<file path="config.mk">
export PLATFORM = sky130hd
export DESIGN_NAME = intResolver
export DESIGN_NICKNAME = d
export VERILOG_FILES = /design/src/rtl/intres_pkg.sv /design/src/rtl/intres_ctrl.sv /design/src/rtl/intres_dpath.sv /design/src/rtl/intResolver.sv
export SDC_FILE = /design/constraint.sdc
export NUM_CORES = 1
export LEC_CHECK = 0
export ABC_AREA = 1
export CORE_MARGIN = 3
export CORE_UTILIZATION = 27
export CTS_CLUSTER_DIAMETER = 150
export DETAILED_ROUTE_END_ITERATION = 8
export GPL_TIMING_DRIVEN = 0
export PLACE_DENSITY = 0.89
export SLEW_MARGIN = 30
export SYNTH_ARGS = -nofsm -noshare
export SYNTH_HDL_FRONTEND = slang
export SYNTH_HIERARCHICAL = 1
export SYNTH_SLANG_ARGS = --single-unit
export TNS_END_PERCENT = 100
</file>
<file path="constraint.sdc">
create_clock -name clk -period 4.9 [get_ports clk]
set_input_delay 1.225 -clock clk [delete_from_list [all_inputs] [get_ports clk]]
set_output_delay 1.225 -clock clk [all_outputs]
set_load 0.05 [all_outputs]
</file>
<file path="src/rtl/intres_pkg.sv">
package intres_pkg;
  typedef enum logic [2:0] {
    SRC_NONE = 3'd0,
    SRC_EXC  = 3'd1,
    SRC_STEP = 3'd2,
    SRC_NMI  = 3'd3,
    SRC_OVR  = 3'd4,
    SRC_INTR = 3'd5,
    SRC_SW   = 3'd6
  } srcSel_e;

  typedef struct packed {
    logic    grant;
    srcSel_e src;
    logic    useFault;
  } ctlStrobe_t;
endpackage

</file>
<file path="src/rtl/intres_ctrl.sv">
module intres_ctrl
  import intres_pkg::*;
(
  input  logic       clk,
  input  logic       rstN,
  input  logic       excReq,
  input  logic       tfFlag,
  input  logic       ifFlag,
  input  logic       nmiIn,
  input  logic       ovrReq,
  input  logic       intrReq,
  input  logic       swReq,
  input  logic       boundary,
  input  logic       accept,
  output ctlStrobe_t ctl,
  output logic       needAck
);
  logic nmiPrev, nmiPend, nmiRise, nmiTaken;

  assign nmiRise = nmiIn & ~nmiPrev;

  // fixed rank; only exceptions bypass the boundary strobe
  always_comb begin
    ctl.src = SRC_NONE;
    if (excReq)                               ctl.src = SRC_EXC;
    else if (boundary) begin
      if (tfFlag)                             ctl.src = SRC_STEP;
      else if (nmiPend)                       ctl.src = SRC_NMI;
      else if (ovrReq)                        ctl.src = SRC_OVR;
      else if (intrReq && ifFlag)             ctl.src = SRC_INTR;
      else if (swReq)                         ctl.src = SRC_SW;
    end
    ctl.grant    = (ctl.src != SRC_NONE);
    ctl.useFault = (ctl.src == SRC_EXC);
  end

  assign needAck  = (ctl.src == SRC_INTR);
  assign nmiTaken = accept && (ctl.src == SRC_NMI);

  always_ff @(posedge clk) begin
    if (!rstN) begin
      nmiPrev <= 1'b0;
      nmiPend <= 1'b0;
    end else begin
      nmiPrev <= nmiIn;
      nmiPend <= (nmiPend & ~nmiTaken) | nmiRise;
    end
  end

  p_nmi_latch_r3: assert property (@(posedge clk) disable iff (!rstN)
    nmiRise |=> nmiPend);
  p_nmi_hold_r4: assert property (@(posedge clk) disable iff (!rstN)
    (nmiPend && !nmiTaken) |=> nmiPend);
  p_ack_masked_r6: assert property (@(posedge clk) disable iff (!rstN)
    needAck |-> (intrReq && ifFlag && boundary));
  p_idle_off_boundary_r8: assert property (@(posedge clk) disable iff (!rstN)
    (!boundary && !excReq) |-> !ctl.grant);
  p_exc_wins_r1: assert property (@(posedge clk) disable iff (!rstN)
    excReq |-> (ctl.useFault && !needAck));
endmodule

</file>
<file path="src/rtl/intres_dpath.sv">
module intres_dpath
  import intres_pkg::*;
#(
  parameter int TYPE_W      = 8,
  parameter int PC_W        = 16,
  parameter int ENTRY_BYTES = 4,
  parameter int STEP_TYPE   = 1,
  parameter int NMI_TYPE    = 2,
  parameter int OVR_TYPE    = 9,
  localparam int OFS_W      = $clog2(ENTRY_BYTES),
  localparam int ADDR_W     = TYPE_W + OFS_W
) (
  input  logic              clk,
  input  logic              rstN,
  input  ctlStrobe_t        ctl,
  input  logic [TYPE_W-1:0] excType,
  input  logic [TYPE_W-1:0] intrType,
  input  logic [TYPE_W-1:0] swType,
  input  logic [PC_W-1:0]   curPc,
  input  logic [PC_W-1:0]   nextPc,
  output logic [TYPE_W-1:0] vecType,
  output logic [ADDR_W-1:0] vecAddr,
  output logic [PC_W-1:0]   retAddr
);
  always_comb begin
    unique case (ctl.src)
      SRC_EXC:  vecType = excType;
      SRC_STEP: vecType = TYPE_W'(STEP_TYPE);
      SRC_NMI:  vecType = TYPE_W'(NMI_TYPE);
      SRC_OVR:  vecType = TYPE_W'(OVR_TYPE);
      SRC_INTR: vecType = intrType;
      SRC_SW:   vecType = swType;
      default:  vecType = '0;
    endcase
  end

  generate
    if (OFS_W > 0) begin : g_scaled
      assign vecAddr = {vecType, {OFS_W{1'b0}}};
    end else begin : g_flat
      assign vecAddr = vecType;
    end
  endgenerate

  assign retAddr = ctl.useFault ? curPc : nextPc;

  p_fixed_types_r2: assert property (@(posedge clk) disable iff (!rstN)
    (ctl.src == SRC_STEP) |-> (vecAddr == ADDR_W'(STEP_TYPE * ENTRY_BYTES)));
  p_nmi_type_r3: assert property (@(posedge clk) disable iff (!rstN)
    (ctl.src == SRC_NMI) |-> (vecAddr == ADDR_W'(NMI_TYPE * ENTRY_BYTES)));
  p_ret_next_r10: assert property (@(posedge clk) disable iff (!rstN)
    (ctl.grant && ctl.src != SRC_EXC) |-> (retAddr == nextPc));
endmodule

</file>
<file path="src/rtl/intResolver.sv">
module intResolver
  import intres_pkg::*;
#(
  parameter int TYPE_W = 8,
  parameter int PC_W   = 16,
  localparam int ADDR_W = TYPE_W + 2
) (
  input  logic              clk,
  input  logic              rstN,
  input  logic              excReq,
  input  logic [TYPE_W-1:0] excType,
  input  logic              tfFlag,
  input  logic              ifFlag,
  input  logic              nmiIn,
  input  logic              ovrReq,
  input  logic              intrReq,
  input  logic [TYPE_W-1:0] intrType,
  input  logic              swReq,
  input  logic [TYPE_W-1:0] swType,
  input  logic              boundary,
  input  logic              accept,
  input  logic [PC_W-1:0]   curPc,
  input  logic [PC_W-1:0]   nextPc,
  output logic              intValid,
  output logic [2:0]        srcSel,
  output logic [TYPE_W-1:0] vecType,
  output logic [ADDR_W-1:0] vecAddr,
  output logic              needAck,
  output logic [PC_W-1:0]   retAddr
);
  ctlStrobe_t ctl;

  intres_ctrl u_ctrl (
    .clk(clk), .rstN(rstN), .excReq(excReq), .tfFlag(tfFlag), .ifFlag(ifFlag),
    .nmiIn(nmiIn), .ovrReq(ovrReq), .intrReq(intrReq), .swReq(swReq),
    .boundary(boundary), .accept(accept), .ctl(ctl), .needAck(needAck)
  );

  intres_dpath #(.TYPE_W(TYPE_W), .PC_W(PC_W), .ENTRY_BYTES(4)) u_dpath (
    .clk(clk), .rstN(rstN), .ctl(ctl), .excType(excType), .intrType(intrType),
    .swType(swType), .curPc(curPc), .nextPc(nextPc),
    .vecType(vecType), .vecAddr(vecAddr), .retAddr(retAddr)
  );

  assign intValid = ctl.grant;
  assign srcSel   = ctl.src;
endmodule

</file>
==> reports/results.tsv <==
stage	metric	value	unit
outcome	outcome	finished clean	
cts	clock-sinks	2	
cts	tritoncts	built	
global_routing	track_usage	17.1	%
timing	hold_slack	0.482	ns
floorplan	io-pin-count	106	
timing	maxSlewViolCount	0	
floorplan	die_w	60.9	um
timing	setup_viol	0	
final_layout	diodes	0	
final_layout	num-nets-final	293	
place	place_hpwl	2.77	mm
place	port_buffers	103	
timing	final.min_clock_period	4.74	ns
timing	finalCritPeriodShare	96.8	%
final_layout	drive_gt1_share	21.9	%
global_routing	grt_start_max_net_pins	11	
drt	first_pass_iters	4	
final_layout	area_growth	138	%
drt	viasPerCell	4.47	
timing	setup_tns	0	ns
power	p_leak	0.00102	uW
worst_setup_path	worst_ep_required_time	3.67	ns
timing	worst_slew_pin_slew	0.546	ns
hold_path	hp-start	u_ctrl/nmiPrev$_SDFF_PN0_	
cts	cts_root_buf	clkbuf_4	
synthesis	synth_top_family_by_area	simple AND/OR/NAND/NOR gates	
synthesis	synthDistinctLibCells	24	
cts	numCtsBuffers	3	
synthesis	syn_area	815	sq um
cts	clockBufferDepth	2	
hold_path	hold_depth	2	
power	power_density	161	mW/mm^2
global_routing	antenna_found_initial	0	
synthesis	yosys.area_share.simple	40.6	%
drt	drc	0	
global_routing	grt_pass1_wl	4.90	mm
global_routing	grt.overflow.total	0	
drt	drtIter0Drc	42	
synthesis	syn_area_per_cell	6.96	sq um
timing	fin_skew	0.000189	ns
floorplan	die_y	60.9	um
worst_setup_path	critPathMaxFanout	10	
synthesis	yosysWarningCount	6	
place	place_congestion	0.781	
cts	worstSkewPairLatency	0.22	ns
floorplan	fp-row-count	19	
synthesis	synthArstFlopShare	0	%
synthesis	synth-edff-count	0	
synthesis	ys.flop_type	dfxtp_1	
worst_setup_path	start_kind	input pin	
floorplan	coreArea	0.00281	sq mm
global_routing	grt_pass1_vias	1070	
synthesis	ys_seq_area_share	4.92	%
synthesis	yosys.area_share.adder	0	%
final_layout	final_common_cell	clkdlybuf4s50_1	
drt	finalWirelength	3.23	mm
hold_path	min_to	u_ctrl/nmiPend$_SDFF_PN0_	
synthesis	synthXorXnorAreaFrac	0	%
drt	ant_nets	0	
timing	fmax	211	MHz
timing	rsz0062_at_grt	no	
worst_setup_path	r2r_setup_slack	3.87	ns
worst_setup_path	r2r-end	u_ctrl/nmiPend$_SDFF_PN0_	
drt	avgRoutedWirePerCell	12.7	um
cts	clk_pin_slew	0.03	ns
timing	slew_headroom	63.5	%
cts	htree_num_levels	1	
power	ir_drop	0.000135	V
floorplan	initial_core_util	29.0	%
worst_setup_path	r2r-start	u_ctrl/nmiPend$_SDFF_PN0_	
timing	hold_viol_final	0	
synthesis	muxShareOfSynthArea	26.7	%
floorplan	fp.dieArea	0.00371	sq mm
worst_setup_path	crit_path_end_kind	output port	
worst_setup_path	arrival	3.52	ns
synthesis	syn_inst	117	
worst_setup_path	path_class	in2out	
cts	postCtsSetupRepairBufs	0	
worst_setup_path	ff2ff_path_depth	5	
synthesis	synth-compound-area-share	2.92	%
job	maxCapViolations	0	
final_layout	final_cell_mix	92 x clkdlybuf4s50_1, 19 x nand2_1, 14 x nand4_1	
drt	vias	1141	
hold_path	hold_path_class	reg2reg	
synthesis	ys_ff_latch	2	
## routing by layer
metal | up-vias | track usage [%] | routed length [um]
met4 | 0 | 1.86 | 0
li1 | 598 | - | -
met3 | 0 | 2.98 | 200
met2 | 38 | 33.1 | 1840
met1 | 505 | 20.0 | 1200
met5 | - | 0 | 0
## worst max path at each step
stage	slack [ns]	startpoint	depth (start not counted)	endpoint
global route	0.002	intrReq	10	vecAddr[7]
CTS	0.06	tfFlag	10	vecType[1]
global placement	0.06	tfFlag	10	vecType[1]
floorplan	0.59	tfFlag	10	vecType[6]
finish	0.16	tfFlag	9	vecAddr[4]
detailed placement	0.06	tfFlag	10	vecType[1]
## cell type report
| type | count | area (sq um) |
|---|---|---|
| Buffer | 17 | 135 |
| Clock buffer | 3 | 22.5 |
| Fill cell | 232 | 867 |
| Inverter | 17 | 63.8 |
| Multi-Input combinational cell | 82 | 579 |
| Sequential cell | 2 | 40.0 |
| Tap cell | 31 | 38.8 |
| Timing Repair Buffer | 103 | 1060 |
## cells in the mapped netlist (2+ instances only)
cell type	count	area, sq um
dfxtp_1	2	40.0
buf_2	2	10.0
mux2_2	6	67.6
buf_4	12	90.1
nand4_1	14	87.6
nand3_2	3	30.0
nand2_1	19	71.3
nand3_1	11	55.1
inv_1	11	41.3
inv_2	5	18.8
mux2_4	10	150
nor2_1	10	37.5
## report_power, final
group	total (uW)	switching (uW)	leakage (uW)	internal, uW
combinational	258	140	0.000989	118
clock	35.0	8.10	0.0000138	26.9
sequential	18.9	1.16	0.0000167	17.7
## flip-flops by register name (all words and copies together), names as in the netlist
signal	count
u_ctrl/nmiPrev	1
u_ctrl/nmiPend	1
## cell families after synthesis
kind of cell           Yosys count
AND/OR/NAND/NOR                 62
buffers and inverters           34
multiplexers                    16
AO/OA/AOI/OAI                    2
flip-flops                       2
other                            1
## stage by stage
step	cells	setup WS, ns	utilization (%)	power [uW]	cell area [sq um]
after floorplan	118	0.590	-	172	818
after global placement	252	0.0619	67.3	276	1890
after detailed placement	252	0.0639	67.3	279	1890
after CTS	255	0.0564	68.1	317	1910
after global routing	255	0.00171	69.1	332	1940
final	255	0.159	69.1	312	1940
## repair_timing
action / 4_1_cts / 5_1_grt
endpoints found under the hold margin: 0 / 0
setup endpoints to repair: 0 / 11
hold buffers: 0 / 0
resized for setup: 0 / 11
## worst max-delay path, stage by stage
cell and delay, ns:
clkdlybuf4s50_1 0.46, nor2_4 0.14, nand4_2 0.15, inv_1 0.10, buf_2 0.20, buf_4 0.20, nand4_1 0.10, nand3_1 0.12
clkdlybuf4s50_1 0.81
Power figures use the tool's default switching activity.
